--- config.mk ---
export PLATFORM = sky130hd
export DESIGN_NAME = pow2_clk_mult
export DESIGN_NICKNAME = d
export VERILOG_FILES = /design/src/rtl/pow2_clk_mult.sv
export SDC_FILE = /design/constraint.sdc
export NUM_CORES = 1
export LEC_CHECK = 0
export ABC_AREA = 1
export CORE_UTILIZATION = 30
export CTS_BUF_LIST = sky130_fd_sc_hd__clkbuf_8
export CTS_CLUSTER_DIAMETER = 200
export DETAILED_ROUTE_END_ITERATION = 16
export SYNTH_ARGS = -nofsm -noshare
export SYNTH_HDL_FRONTEND = slang
export SYNTH_SLANG_ARGS = --single-unit
export TNS_END_PERCENT = 1
--- constraint.sdc ---
create_clock -name clk -period 26.4 [get_ports clk]
set_clock_uncertainty 0.05 [all_clocks]
set_input_delay 5.28 -clock clk [delete_from_list [all_inputs] [get_ports clk]]
set_output_delay 5.28 -clock clk [all_outputs]
set_load 0.03 [all_outputs]
--- src/rtl/pow2_clk_mult.sv ---
module pow2_clk_mult #(
  parameter int CNT_W = 16
) (
  input  logic       clk,
  input  logic       rst_n,
  input  logic       ref_in,
  input  logic [2:0] exp_sel,
  output logic       clk_out,
  output logic       locked
);

  localparam int HW = 10;
  localparam logic [CNT_W-1:0] CNT_MAX = '1;

  logic             s1, s2, sd;
  logic             seen, meas_ok;
  logic [CNT_W-1:0] cnt, meas, hcnt;
  logic [2:0]       exp_q;
  logic [HW-1:0]    acc, half_left;

  wire rise = s2 & ~sd;

  wire [2:0]       cur_exp = rise ? exp_sel : exp_q;
  wire [CNT_W-1:0] cur_per = rise ? cnt : meas;
  wire [3:0]       shamt   = {1'b0, cur_exp} + 4'd2;
  wire [HW-1:0]    modv    = HW'(1) << shamt;
  wire [HW-1:0]    frac    = cur_per[HW-1:0] & (modv - HW'(1));
  wire [CNT_W-1:0] base    = cur_per >> shamt;
  wire [HW-1:0]    acc_in  = rise ? '0 : acc;
  wire [HW:0]      acc_sum = {1'b0, acc_in} + {1'b0, frac};
  wire             extra   = acc_sum >= {1'b0, modv};
  wire [HW-1:0]    acc_nxt = extra ? acc_sum[HW-1:0] - modv : acc_sum[HW-1:0];
  wire [CNT_W-1:0] len     = base + CNT_W'(extra);
  wire [CNT_W-1:0] lenc    = (len == '0) ? CNT_W'(1) : len;

  wire [CNT_W-1:0] diff    = (cnt >= meas) ? cnt - meas : meas - cnt;
  wire             timeout = meas_ok && ({1'b0, cnt} > {meas, 1'b0});

  always_ff @(posedge clk) begin
    if (!rst_n) begin
      s1 <= 1'b0;
      s2 <= 1'b0;
      sd <= 1'b0;
    end else begin
      s1 <= ref_in;
      s2 <= s1;
      sd <= s2;
    end
  end

  always_ff @(posedge clk) begin
    if (!rst_n) begin
      seen    <= 1'b0;
      meas_ok <= 1'b0;
      cnt     <= '0;
      meas    <= '0;
      exp_q   <= '0;
      locked  <= 1'b0;
    end else if (rise) begin
      seen  <= 1'b1;
      cnt   <= CNT_W'(1);
      exp_q <= exp_sel;
      if (seen) begin
        meas    <= cnt;
        meas_ok <= 1'b1;
        locked  <= meas_ok && (diff <= CNT_W'(1));
      end
    end else begin
      if (cnt != CNT_MAX) cnt <= cnt + CNT_W'(1);
      if (timeout) locked <= 1'b0;
    end
  end

  always_ff @(posedge clk) begin
    if (!rst_n) begin
      clk_out   <= 1'b0;
      hcnt      <= '0;
      acc       <= '0;
      half_left <= '0;
    end else if (rise && seen) begin
      clk_out   <= 1'b1;
      hcnt      <= lenc - CNT_W'(1);
      acc       <= acc_nxt;
      half_left <= modv - HW'(1);
    end else if (meas_ok && !rise) begin
      if (hcnt != '0) begin
        hcnt <= hcnt - CNT_W'(1);
      end else if (half_left != '0) begin
        clk_out   <= ~clk_out;
        hcnt      <= lenc - CNT_W'(1);
        acc       <= acc_nxt;
        half_left <= half_left - HW'(1);
      end
    end
  end

  p_low_before_meas_r2: assert property (@(posedge clk) disable iff (!rst_n)
    !meas_ok |-> !clk_out);

  p_lock_needs_meas_r7: assert property (@(posedge clk) disable iff (!rst_n)
    locked |-> meas_ok);

  p_realign_high_r5: assert property (@(posedge clk) disable iff (!rst_n)
    (rise && seen) |=> clk_out);

  p_idle_low_r9: assert property (@(posedge clk) disable iff (!rst_n)
    (meas_ok && !rise && hcnt == '0 && half_left == '0) |=> !clk_out);

  p_exp_hold_r6: assert property (@(posedge clk) disable iff (!rst_n)
    (!rise && !$past(rise)) |=> $stable(exp_q));

  p_stale_unlock_r9: assert property (@(posedge clk) disable iff (!rst_n)
    (!rise && timeout) |=> !locked);

endmodule

Yosys cells after proc, flatten, opt, wreduce, memory -nomap -nowiden
Index checks and enable logic that the tools add are counted.
{"block": "word_totals", "regBits": 78, "inputBits": 6, "out_inout_bits": 2, "elab_cells": 84}
{"block": "classes", "add_sub_neg": 11, "n_lt_le_gt_ge": 4, "eq_ne": 3, "n_shift": 2, "muxes": 27, "bitwise": 5, "reduce_logical": 18}
{"op": "$mux 16", "count": 7}
{"op": "$mux 10", "count": 10}
{"op": "$sub 16x1->16 const B", "count": 2}
{"op": "$sub 16x16->16", "count": 2}
{"op": "$sub 10x1->10 const B", "count": 2}
{"op": "$gt 16x17->1", "count": 1}
{"op": "$add 16x1->16", "count": 1}
{"op": "$add 16x1->16 const B", "count": 1}
{"op": "$ge 16x16->1", "count": 1}
{"op": "$le 16x1->1 const B", "count": 1}
{"op": "$logic_not 16->1", "count": 1}
{"op": "$ne 16x16->1 const B", "count": 1}
{"op": "$reduce_bool 16->1", "count": 1}
{"op": "$shr 16x4->16", "count": 1}
{"op": "$add 10x10->11", "count": 1}
{"op": "$ge 11x10->1", "count": 1}
{"op": "$and 10x10->10", "count": 1}
{"op": "$reduce_bool 10->1", "count": 1}
{"op": "$shl 1x4->10 const A", "count": 1}
{"op": "$sub 10x10->10", "count": 1}
{"op": "$mux 1", "count": 9}
{"op": "$reduce_bool 2->1", "count": 4}
{"op": "$reduce_and 2->1", "count": 3}
{"op": "$add 3x2->4 const B", "count": 1}
{"op": "other kinds (9)", "count": 15}

Logic depth before layout (Yosys ltp)
{"block": "depth", "word_depth": 17, "ltp_mapped": 54, "depth_no_buf": 50}

Least setup slack after synthesis
Ideal clock, no wire load.
{"block": "synth_timing", "path_type": "input-to-reg", "start": "input port exp_sel[2]", "end": "register hcnt[12]", "setup_time_ns": 0.132, "t_arrival_ns": 11.828, "t_required_ns": 26.218, "slack_ns": 14.390, "path_stages": 51, "n_path_buf": 4, "cell_sequence": "nand3_1 -> nand2_1 -> buf_4 -> inv_2 -> buf_4 -> buf_2 -> ha_1 -> nor2_1 -> inv_1 -> nor2_1 -> nor2_1 -> ha_1 -> inv_1 -> o21bai_1 -> a21oi_1 -> o21bai_1 -> a21oi_1 -> nor2_1 -> [... 15 more ...] -> nor2_4 -> nand3_1 -> nand2_1 -> nand2_1 -> nand2_1 -> nor2_1 -> nand3_2 -> nand2_2 -> inv_2 -> ha_1 -> nand2_1 -> nor2_1 -> nand2_1 -> nor2_1 -> nand3_1 -> xor2_1 -> o21ai_0 -> a21oi_1"}
{"block": "synth_between", "elab_chain_len": 15, "elab_cells_between_ends": 16, "classes_between": "add/sub: 5; order compare: 1; shift: 2; mux: 6; bitwise: 1; reduce/logical: 1"}
{"item": "start, declared", "line_no": "7", "source": "input logic [2:0] exp_sel,"}
{"item": "$mux 3 *"}
{"item": "$add 3x2->4 *", "line_no": "25", "source": "wire [3:0] shamt = {1'b0, cur_exp} + 4'd2;"}
{"item": "$shl 1x4->10", "line_no": "26", "source": "wire [HW-1:0] modv = HW'(1) << shamt;"}
{"item": "$sub 10x1->10", "line_no": "27", "source": "wire [HW-1:0] frac = cur_per[HW-1:0] & (modv - HW'(1));"}
{"item": "$and 10x10->10", "line_no": "27"}
{"item": "$add 10x10->11", "line_no": "30", "source": "wire [HW:0] acc_sum = {1'b0, acc_in} + {1'b0, frac};"}
{"item": "$ge 11x10->1", "line_no": "31", "source": "wire extra = acc_sum >= {1'b0, modv};"}
{"item": "$add 16x1->16 *", "line_no": "33", "source": "wire [CNT_W-1:0] len = base + CNT_W'(extra);"}
{"item": "$logic_not 16->1", "line_no": "34", "source": "wire [CNT_W-1:0] lenc = (len == '0) ? CNT_W'(1) : len;"}
{"item": "$mux 16 *", "line_no": "34"}
{"item": "$sub 16x1->16 *", "line_no": "82, 90"}
{"item": "$mux 16", "line_no": "88", "source": "end else if (half_left != '0) begin"}
{"item": "$mux 16", "line_no": "86", "source": "if (hcnt != '0) begin"}
{"item": "$mux 16", "line_no": "85", "source": "end else if (meas_ok && !rise) begin"}
{"item": "$mux 16 *", "line_no": "80", "source": "end else if (rise && seen) begin"}
{"item": "end signal, assigned", "line_no": "82", "source": "hcnt <= lenc - CNT_W'(1);"}
{"item": "end signal, assigned", "line_no": "87", "source": "hcnt <= hcnt - CNT_W'(1);"}
{"item": "end signal, assigned", "line_no": "90", "source": "hcnt <= lenc - CNT_W'(1);"}
{"item": "end, declared", "line_no": "17", "source": "logic [CNT_W-1:0] cnt, meas, hcnt;"}
Every way passes the cells marked *; elsewhere a longest branch is shown, timed or not. The select of a mux whose other input is x is not followed.
A chain may end at the register's enable or synchronous reset.

Worst setup path in the final report
Same ends and word-level chain as after synthesis.

==> metrics.md <==
| Metric | Value |
|---|---|
| Vias in the first global route | 8094 |
| Worst Tran Pin Value | 1.05 ns |
| Netlist cell types | 50 |
| DP Area | 8900 um^2 |
| Worst slew margin | 30.2% |
| Synth Warn # | 0 |
| Maximum clock insertion buffer count | 2 |
| Overall via count from detail_route | 8867 |
| Met2 track demand over resource in global routing | 28.3% |
| Clock latency at the later pin of the worst-skew pair | 0.39 ns |
| Number of clock sinks | 78 |
| Core box area | 27800 um^2 |
| Startpoint-to-endpoint class of the critical path | input port to flip-flop |
| Num CTS Buffers | 9 |
| Ys async rst share | 0% |
| Mean cell area of the mapped netlist | 5.94 um^2 |
| Type of element capturing the critical path | flip-flop |
| Number of levels the H-tree was split into | 3 |
| Net Switching | 0.141 mW |
| Peak supply drop | 0.0218 mV |
| Setup tns final | 0 ns |
| Std cell rows | 61 |
| Hold Startpoint | s1 |
| First DRT Iteration DRCs | 690 |
| Width of the die | 170 um |
| Clock power frac | 25.8% |
| Count of flip-flops with a built-in enable after synthesis | 0 |
| Proportion of power drawn by flip-flops and latches | 35.7% |
| Global-route wire length before repair | 40500 um |
| Final worst path period need | 13.02 ns |
| Synthesized net count | 1514 |
| Power per Cell Area | 37.0 nW/um^2 |
| Busiest layer in global routing | met2 |
| Initial Utilization | 30.5% |
| RSZ-0062 raised after global routing | false |
| Worst min path class | flip-flop to flip-flop |
| Number of hold buffers added after cts | 0 |
| Die boundary height | 170 um |
| Wire length after detailed routing | 24600 um |
| Final worst-path setup slack | 13.38 ns |
| Antenna cell count | 0 |
| Met1 layer usage reported by global route | 24.1% |
| Cell types occupying the most area after synthesis | dfxtp_1, nand2_1, ha_1 |
| Fraction of the yosys area taken by sequential cells | 18.4% |
| Final Slew Violations | 0 |
| Maximum fanout encountered on the critical timing path | 22 |
| Per-cell routed wire length | 13.7 um |
| Total grt overflow | 0 |
| Drt drc | 0 |
| Number of buffers inserted by post-CTS setup repair | 0 |
| Number of filler cells placed in the layout | 3122 |
| Worst Setup Start Kind | input port |
| Biggest cell delay along the critical path | 0.49 ns |
| Placement-stage worst setup slack | 13.10 ns |
| Count of endpoints failing setup in the final report | 0 |
| Top cells by count, synth | nand2_1, inv_1, nor2_1, a21oi_1, nand3_1 |
| RePlAce Congestion | 0.886 |
| Outcome | completed |
| Switching part of the total power | 41.9% |
| Synthesis-to-layout area growth | 6.93% |
| Via density per instance | 4.93 |
| Worst setup startpoint | exp_sel[2] |
| Gate count after technology mapping | 1428 |
| CTS tree | done |
| Post-synthesis sequential element count | 78 |
| GR Layer Usage met3 | 2.16% |
| Overall routing resource usage | 17.3% |
| Final nets | 1502 |
| Cell area after synthesis | 8480 um^2 |
| Most repeated cell in the gate-level netlist after synthesis | nand2_1 |
| Largest net degree at the start of global routing | 46 |
| Part of the power in combinational logic | 38.5% |
| First drt pass iteration count | 5 |
| Fmax achieved | 76.8 MHz |
| Die area | 28900 um^2 |
| Reg-to-reg startpoint | sd |
| Max capacitance violation total | 0 |
| Core utilization of the finished layout | 32.6% |
| Slowest-stage cell, CP | nand3_1 |
| Library cell occupying the most area in the post-synthesis netlist | dfxtp_1 |
| Final worst path period share | 49.3% |
| Post-CTS clock slew at the launch and capture registers of the worst setup and hold paths | 0.09 ns |
| Clk Tree Root Cell | clkbuf_8 |
| Fraction of layout cells with a size suffix above 1 | 3.80% |
| Final HPWL from detailed placement | 19300 um |
| Remaining antenna violation count | 0 |
| Hold Fails Final Rpt | 0 |
| Design internal power | 0.195 mW |
| Leakage power | 4.49 nW |
| Area share of the largest cell type after synthesis | 18.4% |
| Synth Flop Type | dfxtp_1 |
| Arrival time worst endpoint | 13.22 ns |
| Most frequent CP cell | nor2_1 |
| Required time of the worst setup path | 26.60 ns |
| Quantity of I/O buffers inserted on ports | 7 |
| Antenna violations before repair | 0 |
| Top Ports | 8 |
| Final design area excluding fillers | 9070 um^2 |
| CTS-repair resized insts | 0 |
routing by layer:
| metal | share of wire (%) | wire (um) | vias to the layer above |
|---|---|---|---|
| met2 | 45 | 11000 | 193 |
| met1 | 50 | 12200 | 4023 |
| met5 | 0 | 0 | - |
| li1 | - | - | 4632 |
| met3 | 4.5 | 1110 | 19 |
| met4 | 1.3 | 308 | 0 |
power by group through the flow:
stage	Clock (mW)	Sequential (mW)	Combinational, mW
6_report	0.0867	0.120	0.129
5_1_grt	0.0945	0.120	0.147
4_1_cts	0.0898	0.120	0.128
3_5_place_dp	0	0.123	0.127
3_3_place_gp	0	0.123	0.127
2_1_floorplan	0	0.122	0.0995
path summary, 6_finish.rpt:
kind                                 end  slack, ns  cells past startpoint
worst max-delay path            hcnt[12]      13.38                     47
worst min-delay path                  s2       0.37                      2
worst max register to register  hcnt[12]      17.80                     48
worst min register to register        s2       0.37                      2
critical path, delay by kind of cell:
kind | cells | cell delay (ns)
AOI/OAI and AO/OA | 6 | 0.75
xor gates and xnor gates | 2 | 0.36
adders and majority gates | 6 | 1.73
buffers and inverters | 8 | 1.37
and+or+nand+nor | 25 | 3.71
through the flow:
step	power, mW	std cells	hold WS (ns)
after floorplan	0.222	1428	0.340
final	0.336	1799	0.368
after detailed placement	0.250	1783	0.348
after global placement	0.250	1783	0.350
after global routing	0.362	1799	0.382
after CTS	0.338	1799	0.371
layout by cell type, fill, tap and decap left out, types with 3 or more instances in the layout:
cell type and count:
a31oi_1 9, nand2_1 364, o211ai_1 5, nand2_2 8, buf_4 8, nor2_1 149
mux2i_1 3, nor2_2 3, nand4_1 20, nor4_1 6, o21bai_1 8, dfxtp_1 78
a21oi_1 127, a221oi_1 6, a21o_1 3, o22ai_1 4, nand3b_1 3, nor3_1 20
clkbuf_8 9, nand3_1 109, a211oi_1 5, xnor2_1 14, o21ai_0 96, fa_1 3
or2_2 3, inv_1 200, ha_1 77, o21a_1 3, nor2_4 4, inv_2 8
clkdlybuf4s50_1 7, xor2_1 31
kinds of logic (layout without fill, tap and decap cells):
logic type | count (synthesis) | after routing | synth area share [%]
XOR/XNOR | 45 | 45 | 4.65
adder cells (fa/ha/maj) | 80 | 80 | 12.1
AND/OR/NAND/NOR | 696 | 696 | 34.8
flip-flops | 78 | 78 | 18.4
buffers and inverters | 247 | 240 | 11.6
AO/OA/AOI/OAI | 279 | 279 | 18.1
multiplexers | 3 | 3 | 0.354
registers in the layout, indices dropped and copies added (netlist names):
name,count
acc,10
clk_out,1
cnt,16
exp_q,3
half_left,10
hcnt,16
locked,1
meas,16
meas_ok,1
s1,1
s2,1
sd,1
seen,1
layout make-up:
| type | count | area (um^2) | area share, % |
|---|---|---|---|
| clock buffers | 9 | 124 | 1.37 |
| repair buffers | 15 | 130 | 1.43 |
| well taps | 378 | 473 | 5.21 |
| multi-input cells | 1103 | 5950 | 65.6 |
| clock inverters | 7 | 50.0 | 0.552 |
| inverters | 209 | 785 | 8.65 |
| flip-flops and latches | 78 | 1560 | 17.2 |
No activity file was read; power rests on OpenSTA's default activity.
